### src/rtl/sbmb_pkg.sv
package sbmb_pkg;
    localparam int DATA_W   = 32;
    localparam int OP_W     = 8;
    localparam int PORT_W   = 8;
    localparam int LO_W     = 8;
    localparam int BE_W     = 4;
    localparam int OP_LSB   = 24;
    localparam int PORT_LSB = 16;
    localparam int LO_LSB   = 8;
    localparam int BE_LSB   = 4;
    localparam int ST_W     = BE_LSB;
    localparam int HI_W     = DATA_W - LO_W;

    localparam int ST_BUSY = 0;
    localparam int ST_FERR = 1;
    localparam int ST_OVR  = 2;
    localparam int ST_REF  = 3;

    typedef enum logic [1:0] {
        S_IDLE  = 2'd0,
        S_ISSUE = 2'd1,
        S_WAIT  = 2'd2
    } fsm_state_e;

    typedef struct packed {
        logic [OP_W-1:0]   opcode;
        logic [PORT_W-1:0] port;
        logic [DATA_W-1:0] offset;
        logic [BE_W-1:0]   be;
        logic [DATA_W-1:0] wdata;
    } sb_req_t;
endpackage

### src/rtl/sbmb_host_regs.sv
module sbmb_host_regs
    import sbmb_pkg::*;
#(
    parameter int               ADDR_W    = 8,
    parameter logic [ADDR_W-1:0] CMD_ADDR  = 8'hD0,
    parameter logic [ADDR_W-1:0] DATA_ADDR = 8'hD4,
    parameter logic [ADDR_W-1:0] EXT_ADDR  = 8'hD8
) (
    input  logic              clk,
    input  logic              rst_n,
    input  logic              cfg_valid,
    input  logic              cfg_write,
    input  logic [ADDR_W-1:0] cfg_addr,
    input  logic [DATA_W-1:0] cfg_wdata,
    output logic              cfg_ready,
    output logic [DATA_W-1:0] cfg_rdata,
    input  logic              busy,
    input  logic              refused,
    input  logic              done,
    input  logic              done_err,
    input  logic [DATA_W-1:0] done_rdata,
    output logic              launch,
    output sb_req_t           launch_req
);
    logic [DATA_W-1:ST_W] cmd_q;
    logic [HI_W-1:0]      ext_q;
    logic [DATA_W-1:0]    data_q;
    logic                 ferr_q, ovr_q, refd_q;

    logic hit_cmd, hit_data, hit_ext, wr_fire, cmd_wr, data_wr, busy_drop;

    assign hit_cmd   = (cfg_addr == CMD_ADDR);
    assign hit_data  = (cfg_addr == DATA_ADDR);
    assign hit_ext   = (cfg_addr == EXT_ADDR);
    assign cfg_ready = !(cfg_valid && !cfg_write && hit_data && busy);
    assign wr_fire   = cfg_valid && cfg_write;
    assign cmd_wr    = wr_fire && hit_cmd && !busy;
    assign data_wr   = wr_fire && hit_data && !busy;
    assign busy_drop = wr_fire && (hit_cmd || hit_data) && busy;

    assign launch = cmd_wr;
    always_comb begin
        launch_req.opcode = cfg_wdata[OP_LSB +: OP_W];
        launch_req.port   = cfg_wdata[PORT_LSB +: PORT_W];
        launch_req.offset = {ext_q, cfg_wdata[LO_LSB +: LO_W]};
        launch_req.be     = cfg_wdata[BE_LSB +: BE_W];
        launch_req.wdata  = data_q;
    end

    always_ff @(posedge clk) begin
        if (!rst_n) begin
            cmd_q  <= '0;
            ext_q  <= '0;
            data_q <= '0;
            ferr_q <= 1'b0;
            ovr_q  <= 1'b0;
            refd_q <= 1'b0;
        end else begin
            if (cmd_wr) begin
                cmd_q <= cfg_wdata[DATA_W-1:ST_W];
                ext_q <= '0;
            end else if (wr_fire && hit_ext) begin
                ext_q <= cfg_wdata[DATA_W-1:LO_W];
            end
            if (data_wr) begin
                data_q <= cfg_wdata;
            end else if (done && !done_err && !cmd_q[OP_LSB]) begin
                data_q <= done_rdata;
            end
            if (done && done_err) ferr_q <= 1'b1;
            if (busy_drop)        ovr_q  <= 1'b1;
            if (refused)          refd_q <= 1'b1;
        end
    end

    always_comb begin
        cfg_rdata = '0;
        if (hit_cmd) begin
            cfg_rdata = {cmd_q, refd_q, ovr_q, ferr_q, busy};
        end else if (hit_data) begin
            cfg_rdata = data_q;
        end else if (hit_ext) begin
            cfg_rdata = {ext_q, {LO_W{1'b0}}};
        end
    end

    // an accepted command leaves no upper offset behind
    a_r4_ext_cleared: assert property (@(posedge clk) disable iff (!rst_n)
        cmd_wr |=> (ext_q == '0));
    // a failed response does not touch the data word
    a_r8_err_keeps_data: assert property (@(posedge clk) disable iff (!rst_n)
        (done && done_err) |=> $stable(data_q));
    // overrun is sticky
    a_r9_overrun_sticky: assert property (@(posedge clk) disable iff (!rst_n)
        ovr_q |=> ovr_q);
    // a data write while busy is dropped
    a_r9_busy_data_dropped: assert property (@(posedge clk) disable iff (!rst_n)
        (wr_fire && hit_data && busy && !done) |=> $stable(data_q));
endmodule

### src/rtl/sbmb_req_fsm.sv
module sbmb_req_fsm
    import sbmb_pkg::*;
#(
    parameter logic [PORT_W-1:0] BLOCKED_PORT = 8'h06
) (
    input  logic              clk,
    input  logic              rst_n,
    input  logic              launch,
    input  sb_req_t           launch_req,
    output logic              busy,
    output logic              refused,
    output logic              done,
    output logic              done_err,
    output logic [DATA_W-1:0] done_rdata,
    output logic              req_valid,
    input  logic              req_ready,
    output sb_req_t           req,
    input  logic              rsp_valid,
    input  logic              rsp_err,
    input  logic [DATA_W-1:0] rsp_rdata
);
    fsm_state_e state_q, state_d;
    sb_req_t    req_q;
    logic       fenced;

    assign fenced = (launch_req.port == BLOCKED_PORT);

    always_comb begin
        state_d = state_q;
        unique case (state_q)
            S_IDLE:  if (launch && !fenced) state_d = S_ISSUE;
            S_ISSUE: if (req_ready)         state_d = S_WAIT;
            S_WAIT:  if (rsp_valid)         state_d = S_IDLE;
            default:                        state_d = S_IDLE;
        endcase
    end

    always_ff @(posedge clk) begin
        if (!rst_n) begin
            state_q <= S_IDLE;
            req_q   <= '0;
        end else begin
            state_q <= state_d;
            if (state_q == S_IDLE && launch && !fenced) req_q <= launch_req;
        end
    end

    always_comb begin
        busy       = 1'b0;
        refused    = 1'b0;
        done       = 1'b0;
        req_valid  = 1'b0;
        unique case (state_q)
            S_IDLE:  refused   = launch && fenced;
            S_ISSUE: begin busy = 1'b1; req_valid = 1'b1; end
            S_WAIT:  begin busy = 1'b1; done = rsp_valid; end
            default: ;
        endcase
        done_err   = rsp_err;
        done_rdata = rsp_rdata;
        req        = req_q;
    end

    // request held while stalled
    a_r3_req_hold: assert property (@(posedge clk) disable iff (!rst_n)
        (req_valid && !req_ready) |=> (req_valid && $stable(req)));
    // the fenced port never reaches the fabric
    a_r5_no_fenced_req: assert property (@(posedge clk) disable iff (!rst_n)
        req_valid |-> (req.port != BLOCKED_PORT));
    // busy persists until a response completes
    a_r6_busy_hold: assert property (@(posedge clk) disable iff (!rst_n)
        (busy && !done) |=> busy);
    // a launch from idle presents a request next cycle
    a_r2_launch_issues: assert property (@(posedge clk) disable iff (!rst_n)
        (!busy && launch && !fenced) |=> req_valid);
endmodule

### src/rtl/sbmb_bridge.sv
module sbmb_bridge
    import sbmb_pkg::*;
#(
    parameter int                ADDR_W       = 8,
    parameter logic [ADDR_W-1:0] CMD_ADDR     = 8'hD0,
    parameter logic [ADDR_W-1:0] DATA_ADDR    = 8'hD4,
    parameter logic [ADDR_W-1:0] EXT_ADDR     = 8'hD8,
    parameter logic [7:0]        BLOCKED_PORT = 8'h06
) (
    input  logic              clk,
    input  logic              rst_n,
    input  logic              cfg_valid,
    input  logic              cfg_write,
    input  logic [ADDR_W-1:0] cfg_addr,
    input  logic [31:0]       cfg_wdata,
    output logic              cfg_ready,
    output logic [31:0]       cfg_rdata,
    output logic              req_valid,
    input  logic              req_ready,
    output logic [7:0]        req_opcode,
    output logic [7:0]        req_port,
    output logic [31:0]       req_offset,
    output logic [3:0]        req_be,
    output logic [31:0]       req_wdata,
    input  logic              rsp_valid,
    input  logic              rsp_err,
    input  logic [31:0]       rsp_rdata
);
    logic              busy, refused, done, done_err, launch;
    logic [DATA_W-1:0] done_rdata;
    sb_req_t           launch_req, req;

    sbmb_host_regs #(
        .ADDR_W(ADDR_W), .CMD_ADDR(CMD_ADDR),
        .DATA_ADDR(DATA_ADDR), .EXT_ADDR(EXT_ADDR)
    ) u_regs (
        .clk(clk), .rst_n(rst_n),
        .cfg_valid(cfg_valid), .cfg_write(cfg_write), .cfg_addr(cfg_addr),
        .cfg_wdata(cfg_wdata), .cfg_ready(cfg_ready), .cfg_rdata(cfg_rdata),
        .busy(busy), .refused(refused), .done(done), .done_err(done_err),
        .done_rdata(done_rdata), .launch(launch), .launch_req(launch_req)
    );

    sbmb_req_fsm #(.BLOCKED_PORT(BLOCKED_PORT)) u_fsm (
        .clk(clk), .rst_n(rst_n),
        .launch(launch), .launch_req(launch_req),
        .busy(busy), .refused(refused), .done(done), .done_err(done_err),
        .done_rdata(done_rdata),
        .req_valid(req_valid), .req_ready(req_ready), .req(req),
        .rsp_valid(rsp_valid), .rsp_err(rsp_err), .rsp_rdata(rsp_rdata)
    );

    assign req_opcode = req.opcode;
    assign req_port   = req.port;
    assign req_offset = req.offset;
    assign req_be     = req.be;
    assign req_wdata  = req.wdata;
endmodule

### config.mk
export PLATFORM = sky130hd
export DESIGN_NAME = sbmb_bridge
export DESIGN_NICKNAME = d
export VERILOG_FILES = /design/src/rtl/sbmb_pkg.sv /design/src/rtl/sbmb_host_regs.sv /design/src/rtl/sbmb_req_fsm.sv /design/src/rtl/sbmb_bridge.sv
export SDC_FILE = /design/constraint.sdc
export NUM_CORES = 1
export LEC_CHECK = 0
export BUFFER_PORTS_ARGS = -buffer_cell sky130_fd_sc_hd__buf_2
export CELL_PAD_IN_SITES_DETAIL_PLACEMENT = 0
export CELL_PAD_IN_SITES_GLOBAL_PLACEMENT = 1
export CORE_ASPECT_RATIO = 0.75
export CORE_MARGIN = 10
export CORE_UTILIZATION = 43
export DETAILED_ROUTE_END_ITERATION = 7
export PLACE_DENSITY_LB_ADDON = 0.2
export REMOVE_ABC_BUFFERS = 1
export SYNTH_ARGS = -nofsm -noshare
export SYNTH_HDL_FRONTEND = slang
export SYNTH_HIERARCHICAL = 1
export SYNTH_SLANG_ARGS = --single-unit
### constraint.sdc
create_clock -name clk -period 7 [get_ports clk]
set_clock_uncertainty 0.15 [all_clocks]
set_input_delay 2.1 -clock clk [delete_from_list [all_inputs] [get_ports clk]]
set_output_delay 2.1 -clock clk [all_outputs]
set_load 0.01 [all_outputs]
==> results by group, run 1 <==
Run status
  – Status: completed

Place
  – Placed cell count: 1286
  – Dpl hpwl: ~17 mm
  – Placed inst area: 0.008906 mm^2
  – Routability cong.: 0.7662
  – Input/output buffers: 196

Drt
  – Drc violations: 0
  – Final antenna-violating net count: 0
  – Final WL: between 20 and 30 mm
  – Drt wl/cell: between 15 and 20 um
  – DRT Pass-1 Iters: 5
  – Routed via count: ~7300
  – Via density: about 5.5
  – DR iter-0 viols: 536

Timing
  – RSZ-0062 raised after global routing: no
  – Fin crit share: just under 90%
  – Slew margin rel.: 23.08%
  – Slew @ Worst Pin: 1.151 ns
  – Final min period: 6.074 ns
  – Hold Violations, Final: 0
  – Slew Viols, Final: 0
  – Final setup fails: 0
  – Max Freq: about 160 MHz

Layout
  – Nets: 1142
  – P&R area growth vs syn: 15.15%
  – Finished Layout Cells: roughly 1300
  – Cell area after layout: between 0.009 and 0.01 mm^2
  – # diodes: 0
  – Share of layout cells above drive strength 1: 24.65%

Power
  – Maximum VDD drop: about 0.12 mV
  – Power Density: between 200 and 250 mW/mm^2
  – Gate power share: 5.9%
  – Clock power frac: a little under half
  – Pwr Total: 2.123 mW
  – Net switching power: 0.5200 mW
  – Int Pwr: between 1.5 and 2 mW
  – Switching Fraction: 24.49%
  – Leak: 3.908 nW
  – Sequential cell fraction of total power: a little under half

Die
  – Die width: about 180 um
  – Row count: between 40 and 50
  – Starting density of the core: approximately 44%
  – Die area: 0.02525 mm^2
  – IO Pins: between 150 and 200
  – Die Y-Extent: between 100 and 150 um
  – Core ar.: roughly 0.019 mm^2

Yosys
  – Main synth FF type: dfxtp_1
  – Synth top area share: a little over two fifths
  – Cell count after synthesis: between 900 and 1000
  – Sequential fraction of the synthesis area: roughly two fifths
  – Synth Register Bits: about 170
  – Post-synth EDFFs: 0
  – YS warnings: 6
  – Mapped Area: roughly 0.0083 mm^2
  – Synth area leaders: dfxtp_1, mux2i_1, nand2_1
  – Most common library cells after synthesis: dfxtp_1, nand2_1, mux2i_1
  – Area leader, netlist: dfxtp_1
  – Distinct cells, synth: 42
  – Top-count cell post-synth: dfxtp_1
  – Average size of a mapped cell: between 8 and 9 um^2
  – Ys async rst share: 0%

Clock tree
  – H-tree Lvls: 4
  – Worst-path clk slew: about 0.070 ns
  – Cells resized by post-CTS repair: 0
  – CTS tree: done
  – Total CTS buffers: 17
  – Setup bufs post-CTS: 0
  – Max clock buf depth: 2
  – Sink Count: 173
  – Cts hold-fix bufs: 0
  – Clock Latency Late Sink: ~0.43 ns
  – Root Driver: clkbuf_16

Global route
  – Initial antenna violation count: 1
  – Tot GR Track Use: between 10% and 20%
  – Vias in the first global route: 6869
  – Largest net degree at the start of global routing: 81
  – First-pass GRT wire length: a little over 40 mm
  – Global route overflow: 0

Critical path
  – Slowest stage cell, crit path: or4b_4
  – WP data arrival: 3.82 ns
  – Worst setup EP type: output port
  – Crit-path cells: buf_2 -> or4b_4 -> or2_2 -> or4_1 -> buf_2
  – Critical Path RT: around 4.8 ns
  – Most Frequent Cell on Critical Path: buf_2
  – Worst Setup Start Kind: primary input
  – CP Class: in -> out
  – CP max stage delay: around 0.56 ns
  – Critical path fanouts, max: 9

Hold path
  – Hold Path Class: reg -> reg

Job
  – Max_cap viols: 0
==> cells in the final DEF (no fill, tap or decap), drive strengths merged, types with 2 or more instances in the layout <==
master,count
or4,2
nand3,83
bufinv,3
dfxtp,173
nand3b,2
nand4,25
inv,14
ha,5
a211oi,32
clkinv,5
o21ai,84
nand4b,2
o31ai,24
buf,219
clkbuf,19
mux2i,94
nor4,33
a21oi,27
nor3b,2
nand2,146
a2bb2oi,24
nor2,37
and2,2
==> flip-flops by register name, indices dropped and copies added (netlist names) <==
signal / flops
u_fsm/req: 84
u_regs/ext_q: 24
u_regs/refd_q: 1
u_fsm/state_q: 2
u_regs/cmd_q: 28
u_regs/ovr_q: 1
u_regs/data_q: 32
u_regs/ferr_q: 1
==> cell families after synthesis <==
kind of cell               after synthesis  synth area share (%)
DFF                                    173                 41.86
adders and majority gates                5                0.7561
muxes                                   94                 11.37
buffers and inverters                  169                 11.43
AOI/OAI and AO/OA                      197                 15.15
and+or+nand+nor                        341                 19.43
==> layout make-up <==
class | count | area (um^2)
Sequential cell | 173 | 3463
Multi-Input combinational cell | 637 | 3911
Fill cell | 1820 | 9141
Clock buffer | 19 | 442.9
Timing Repair Buffer | 219 | 1185
Inverter | 10 | 37.54
Tap cell | 247 | 309.0
Clock inverter | 13 | 178.9
==> worst max-delay path: cells and delay by family <==
| kind | cells | cell delay, ns |
|---|---|---|
| simple gates | 3 | 1.45 |
| buf+inv | 2 | 0.26 |
==> final timing paths <==
| path | end | slack, ns | cells after the start | start |
|---|---|---|---|---|
| setup reg to reg | u_fsm/req[26] | 3.58 | 10 | u_fsm/state_q[0] |
| setup / recovery | cfg_ready | 0.93 | 5 | cfg_addr[1] |
| hold reg to reg | u_fsm/req[22] | 0.29 | 2 | u_fsm/req[22] |
| hold / removal | u_fsm/req[22] | 0.29 | 2 | u_fsm/req[22] |
==> per-stage QoR <==
| stage | setup WS (ns) | hold slack [ns] | TNS, ns | util (%) |
|---|---|---|---|---|
| 6_report | 0.9261 | 0.2941 | 0 | 51.04 |
| 5_1_grt | 0.7999 | 0.3175 | 0 | 51.04 |
| 4_1_cts | 0.9250 | 0.3002 | 0 | 51.04 |
| 3_5_place_dp | 0.9251 | 0.2878 | 0 | 47.70 |
| 3_3_place_gp | 0.9279 | 0.2832 | 0 | 47.70 |
| 2_1_floorplan | -4.680 | 0.2861 | -384.67 | - |
==> layer usage <==
layer  share of wire, %  GRT usage, %
met3                7.8         6.178
met4               0.91         4.565
met2                 44         30.06
met5              0.038             0
met1                 47         26.67
==> power groups by stage <==
stage | Sequential [mW] | Combinational (mW) | Clock [mW]
after floorplan | 1.01 | 0.0374 | 0
after CTS | 0.986 | 0.126 | 1.03
after detailed placement | 1.01 | 0.125 | 0
after global placement | 1.01 | 0.124 | 0
after global routing | 0.985 | 0.136 | 1.07
final | 0.986 | 0.125 | 1.01
(Power assumes the default switching activity.)
==> inputs of run 2 (changes only) <==
--- a/config.mk
+++ b/config.mk
@@ -9,8 +9,8 @@
 export CELL_PAD_IN_SITES_DETAIL_PLACEMENT = 0
 export CELL_PAD_IN_SITES_GLOBAL_PLACEMENT = 1
 export CORE_ASPECT_RATIO = 0.75
-export CORE_MARGIN = 10
-export CORE_UTILIZATION = 43
+export CORE_MARGIN = 8
+export CORE_UTILIZATION = 25
 export DETAILED_ROUTE_END_ITERATION = 7
 export PLACE_DENSITY_LB_ADDON = 0.2
 export REMOVE_ABC_BUFFERS = 1
==> run 2 against run 1 <==
  * Critical path depth stayed put
  * Largest cell class unchanged
  * First-iteration DRC count fell by 11%
  * Sequential cell count is the same
  * Sequential share of layout area is 0.43 points lower
  * Critical endpoint unchanged
  * Highest routed layer unchanged
==> results by group, run 2 (synthesis gave the netlist of run 1 again) <==
Run status
  – Status: completed

Timing
  – Slew margin rel.: about a quarter
  – WHS: between 0.2 and 0.3 ns
  – RSZ-0062 raised after global routing: no
  – Slew Viols, Final: 0
  – Hold Violations, Final: 0
  – Fin crit share: between 80% and 90%
  – Final setup TNS: 0 ns
  – Final setup fails: 0
  – Max Freq: 165.3 MHz
  – Worst setup margin: between 0.9 and 1 ns
  – Slew @ Worst Pin: between 1 and 1.5 ns
  – Final min period: 6.049 ns

Drt
  – Final WL: around 30 mm
  – DRT Pass-1 Iters: 5
  – Via density: ~4.8
  – Final antenna-violating net count: 0
  – Routed via count: a little over 7000
  – Drt wl/cell: between 20 and 25 um
  – DR iter-0 viols: between 400 and 500
  – Drc violations: 0

Job
  – Max_cap viols: 0

Critical path
  – Worst Setup Start Kind: primary input
  – R2R setup slack: 3.56 ns
  – Critical Path RT: 4.75 ns
  – Slowest stage cell, crit path: or4b_4
  – Reg2reg start: u_fsm/state_q[0]
  – Worst Path Buf+Inv: 2
  – Reg2reg path depth: 10
  – Instance count on the critical path: 5
  – CP max stage delay: approximately 0.53 ns
  – Most Frequent Cell on Critical Path: buf_2
  – Capture point of the worst path: cfg_ready
  – WP data arrival: 3.80 ns
  – CP delay by family, top: simple AND/OR/NAND/NOR gates
  – Crit path from: cfg_addr[1]
  – Critical path fanouts, max: 9
  – CP Class: in -> out
  – Crit-path cells: buf_2 -> or4b_4 -> or2_2 -> or4_1 -> buf_2
  – R2R Path End: u_fsm/req[45]
  – Worst setup EP type: output port

Layout
  – # fillers: roughly 3500
  – Nets: about 1100
  – FF+latch area: roughly 0.0035 mm^2
  – Cell area after layout: 0.009642 mm^2
  – Post-layout util: 29.65%
  – Finished Layout Cells: 1504
  – Area of the multi-input gates: between 0.003 and 0.004 mm^2
  – Max reg flops: 84
  – Commonest non-fill, non-tap cell in the layout: buf_2
  – Share of layout cells above drive strength 1: about a quarter
  – # diodes: 0
  – Most frequent cells in the layout: buf_2, dfxtp_1, nand2_1
  – P&R area growth vs syn: 16.53%

Die
  – Core ar.: roughly 0.033 mm^2
  – Die Y-Extent: about 170 um
  – Row count: 57
  – Die area: 0.03923 mm^2
  – Starting density of the core: approximately 25%
  – Die width: around 230 um
  – IO Pins: around 200

Clock tree
  – Total CTS buffers: 17
  – CTS tree: done
  – Setup bufs post-CTS: 0
  – Cts hold-fix bufs: 0
  – Worst-path clk slew: 0.06 ns
  – H-tree Lvls: 4
  – Sink Count: between 150 and 200
  – Max clock buf depth: 2
  – Root Driver: clkbuf_16
  – Cells resized by post-CTS repair: 0
  – Clock Latency Late Sink: roughly 0.44 ns

Hold path
  – Hold Path Class: reg -> reg

Place
  – Input/output buffers: between 150 and 200
  – Post-place setup slack: just over 0.9 ns
  – Placed inst area: slightly above 0.009 mm^2
  – Dpl hpwl: 19.11 mm
  – Placed cell count: 1474
  – Routability cong.: just over 0.7

Power
  – Maximum VDD drop: roughly 0.12 mV
  – Pwr Total: 2.045 mW
  – Power Density: roughly 210 mW/mm^2
  – Leak: 3.853 nW

Global route
  – Largest net degree at the start of global routing: roughly 140
  – First-pass GRT wire length: between 40 and 50 mm
  – Vias in the first global route: around 7400
  – Global route overflow: 0
  – Initial antenna violation count: 1
  – Tot GR Track Use: between 10% and 20%
[run 2: cell count changes in the layout (fill, tap and decap cells not counted), sizes merged]
cell,before,now
clkinvlp,1,0
buf,219,212
inv,14,11
clkbuf,19,23
bufinv,3,1
[run 2: area by class of cell]
cell class | count | share of cell area, %
multi-input cells | 637 | 40.70
flip-flops and latches | 173 | 35.92
repair buffers | 212 | 11.64
well taps | 442 | 5.736
clock buffers | 23 | 4.957
clock inverters | 7 | 0.6618
inverters | 10 | 0.3893
[run 2: how the worst min path moves through the flow]
stage	startpoint	end	slack, ns	cells after the start
4_1_cts	u_fsm/req[59]	u_fsm/req[59]	0.30	2
3_5_place_dp	u_fsm/req[5]	u_fsm/req[5]	0.29	2
3_3_place_gp	u_fsm/req[33]	u_fsm/req[33]	0.28	2
5_1_grt	u_fsm/req[41]	u_fsm/req[41]	0.31	2
2_1_floorplan	u_regs/ferr_q	u_regs/ferr_q	0.29	2
6_report	u_fsm/req[25]	u_fsm/req[25]	0.29	2
[run 2: tightest hold or removal path, cell delays in order (launching register included)]
cell and delay [ns]:
dfxtp_1 0.31, nand2_1 0.05, o21ai_1 0.05
[run 2: power by group]
| part | switching (mW) | internal (mW) |
|---|---|---|
| registers | 0.00102 | 0.985 |
| clock network | 0.413 | 0.513 |
| logic | 0.0956 | 0.0374 |
[run 2: routing by layer]
layer | share of wire, % | routed length, um | GRT usage, % | vias to the layer above
met3 | 6.1 | 1887 | 4.801 | 15
met2 | 44 | 13570 | 23.84 | 184
met1 | 49 | 15190 | 21.60 | 3424
li1 | - | - | - | 3562
met5 | 0.042 | 13 | 0 | -
met4 | 0.60 | 184 | 2.874 | 2
==> inputs of run 3 (changes only) <==
--- a/config.mk
+++ b/config.mk
@@ -10,7 +10,7 @@
 export CELL_PAD_IN_SITES_GLOBAL_PLACEMENT = 1
 export CORE_ASPECT_RATIO = 0.75
 export CORE_MARGIN = 8
-export CORE_UTILIZATION = 25
+export CORE_UTILIZATION = 43
 export DETAILED_ROUTE_END_ITERATION = 7
 export PLACE_DENSITY_LB_ADDON = 0.2
 export REMOVE_ABC_BUFFERS = 1
==> run 3 against run 2 <==
  * Sequential cell count unchanged
  * Clock-buffer cell count shrank 5
  * Cell count fell by 12%
  * Wire length is 16% lower
  * Highest routed layer unchanged
==> results by group, run 3 (synthesis gave the netlist of run 1 again) <==
Run status
  – Status: completed

Drt
  – Final WL: between 20 and 30 mm
  – DRT Pass-1 Iters: 6
  – Drt wl/cell: just under 20 um
  – Via density: 5.511
  – Routed via count: just over 7000
  – Drc violations: 0
  – DR iter-0 viols: 562
  – Final antenna-violating net count: 0

Die
  – Die width: around 180 um
  – Starting density of the core: roughly 43%
  – Core ar.: ~0.019 mm^2
  – Die Y-Extent: approximately 140 um
  – Die area: 0.02398 mm^2
  – IO Pins: between 150 and 200
  – Row count: 44

Layout
  – Most frequent cells in the layout: buf_2, dfxtp_1, nand2_1
  – # diodes: 0
  – Post-layout util: between 40% and 50%
  – Cell area after layout: about 0.0095 mm^2
  – Max reg flops: between 80 and 90
  – Commonest non-fill, non-tap cell in the layout: buf_2
  – P&R area growth vs syn: 14.83%
  – Nets: ~1100
  – Share of layout cells above drive strength 1: 24.30%

Clock tree
  – Total CTS buffers: 17
  – Sink Count: between 150 and 200
  – H-tree Lvls: 4
  – Worst-path clk slew: ~0.070 ns
  – Root Driver: clkbuf_16
  – Cts hold-fix bufs: 0
  – Clock Latency Late Sink: around 0.43 ns
  – Cells resized by post-CTS repair: 0
  – Setup bufs post-CTS: 0
  – Max clock buf depth: 2
  – CTS tree: done

Timing
  – WHS: approximately 0.3 ns
  – Hold Violations, Final: 0
  – Max Freq: 164.6 MHz
  – Slew Viols, Final: 0
  – Final setup fails: 0
  – Fin crit share: between 80 and 90%
  – Final min period: ~6.1 ns
  – RSZ-0062 raised after global routing: no
  – Slew @ Worst Pin: 1.145 ns
  – Slew margin rel.: around a quarter
  – Final setup TNS: 0 ns

Place
  – Placed inst area: just under 0.009 mm^2
  – Input/output buffers: between 150 and 200
  – Dpl hpwl: 15.65 mm
  – Routability cong.: 0.7325

Global route
  – Met1 Use GR: around 29%
  – First-pass GRT wire length: around 40 mm
  – Vias in the first global route: roughly 7000
  – Met2 Track Usage GR: 32.05%
  – Initial antenna violation count: 4
  – Global route overflow: 0
  – GR peak layer: met2
  – Largest net degree at the start of global routing: 178
  – Met3 usage: under 10%
  – Tot GR Track Use: approximately a fifth

Power
  – Leak: slightly below 4 nW
  – Power Density: ~230 mW/mm^2
  – Maximum VDD drop: approximately 0.15 mV
  – Pwr Total: about 2.1 mW

Job
  – Max_cap viols: 0

Critical path
  – Worst setup EP type: output port
  – WP data arrival: 3.82 ns
  – Critical Path RT: roughly 4.8 ns
  – CP Class: in -> out
  – Critical path fanouts, max: 9
  – Worst Setup Start Kind: primary input

Hold path
  – Hold Path Class: reg -> reg
[run 3: worst max-delay path: stages]
cell and delay, ns:
buf_2 0.11, or4b_4 0.55, or2_2 0.43, or4_1 0.48, buf_2 0.15
[run 3: metal layers]
metal,vias up,share of wire (%)
met2,215,44
met3,14,7.1
met1,3462,48
met4,8,0.38
li1,3570,-
met5,-,0.19
[run 3: layout make-up]
class                      count  area, um^2
multi-input combinational    637        3916
inverter                      10       37.54
fill                        1908        9602
tap                          253       316.6
clock buffer                  18       429.2
timing repair buffer         214        1135
clock inverter                14       203.9
sequential                   173        3463
[run 3: final timing paths]
check                                      start       endpoint  cells past startpoint  slack (ns)
worst max-delay path                 cfg_addr[1]      cfg_ready                      5        0.93
worst min-delay path               u_fsm/req[25]  u_fsm/req[25]                      2        0.30
worst max register to register  u_fsm/state_q[0]  u_fsm/req[71]                      9        3.55
worst min register to register     u_fsm/req[25]  u_fsm/req[25]                      2        0.30
[run 3: report_power, final]
group          total (mW)  switching, mW  internal [mW]
clock network        1.03          0.428          0.606
registers           0.986       0.000995          0.985
logic               0.127         0.0892         0.0378
total                2.15          0.518           1.63
[run 3: through the flow]
| stage | instances | setup WS (ns) |
|---|---|---|
| floorplan | 820 | -4.680 |
| global placement | 1287 | 0.9166 |
| detailed placement | 1287 | 0.9178 |
| CTS | 1319 | 0.9147 |
| global route | 1319 | 0.8806 |
| finish | 1319 | 0.9262 |
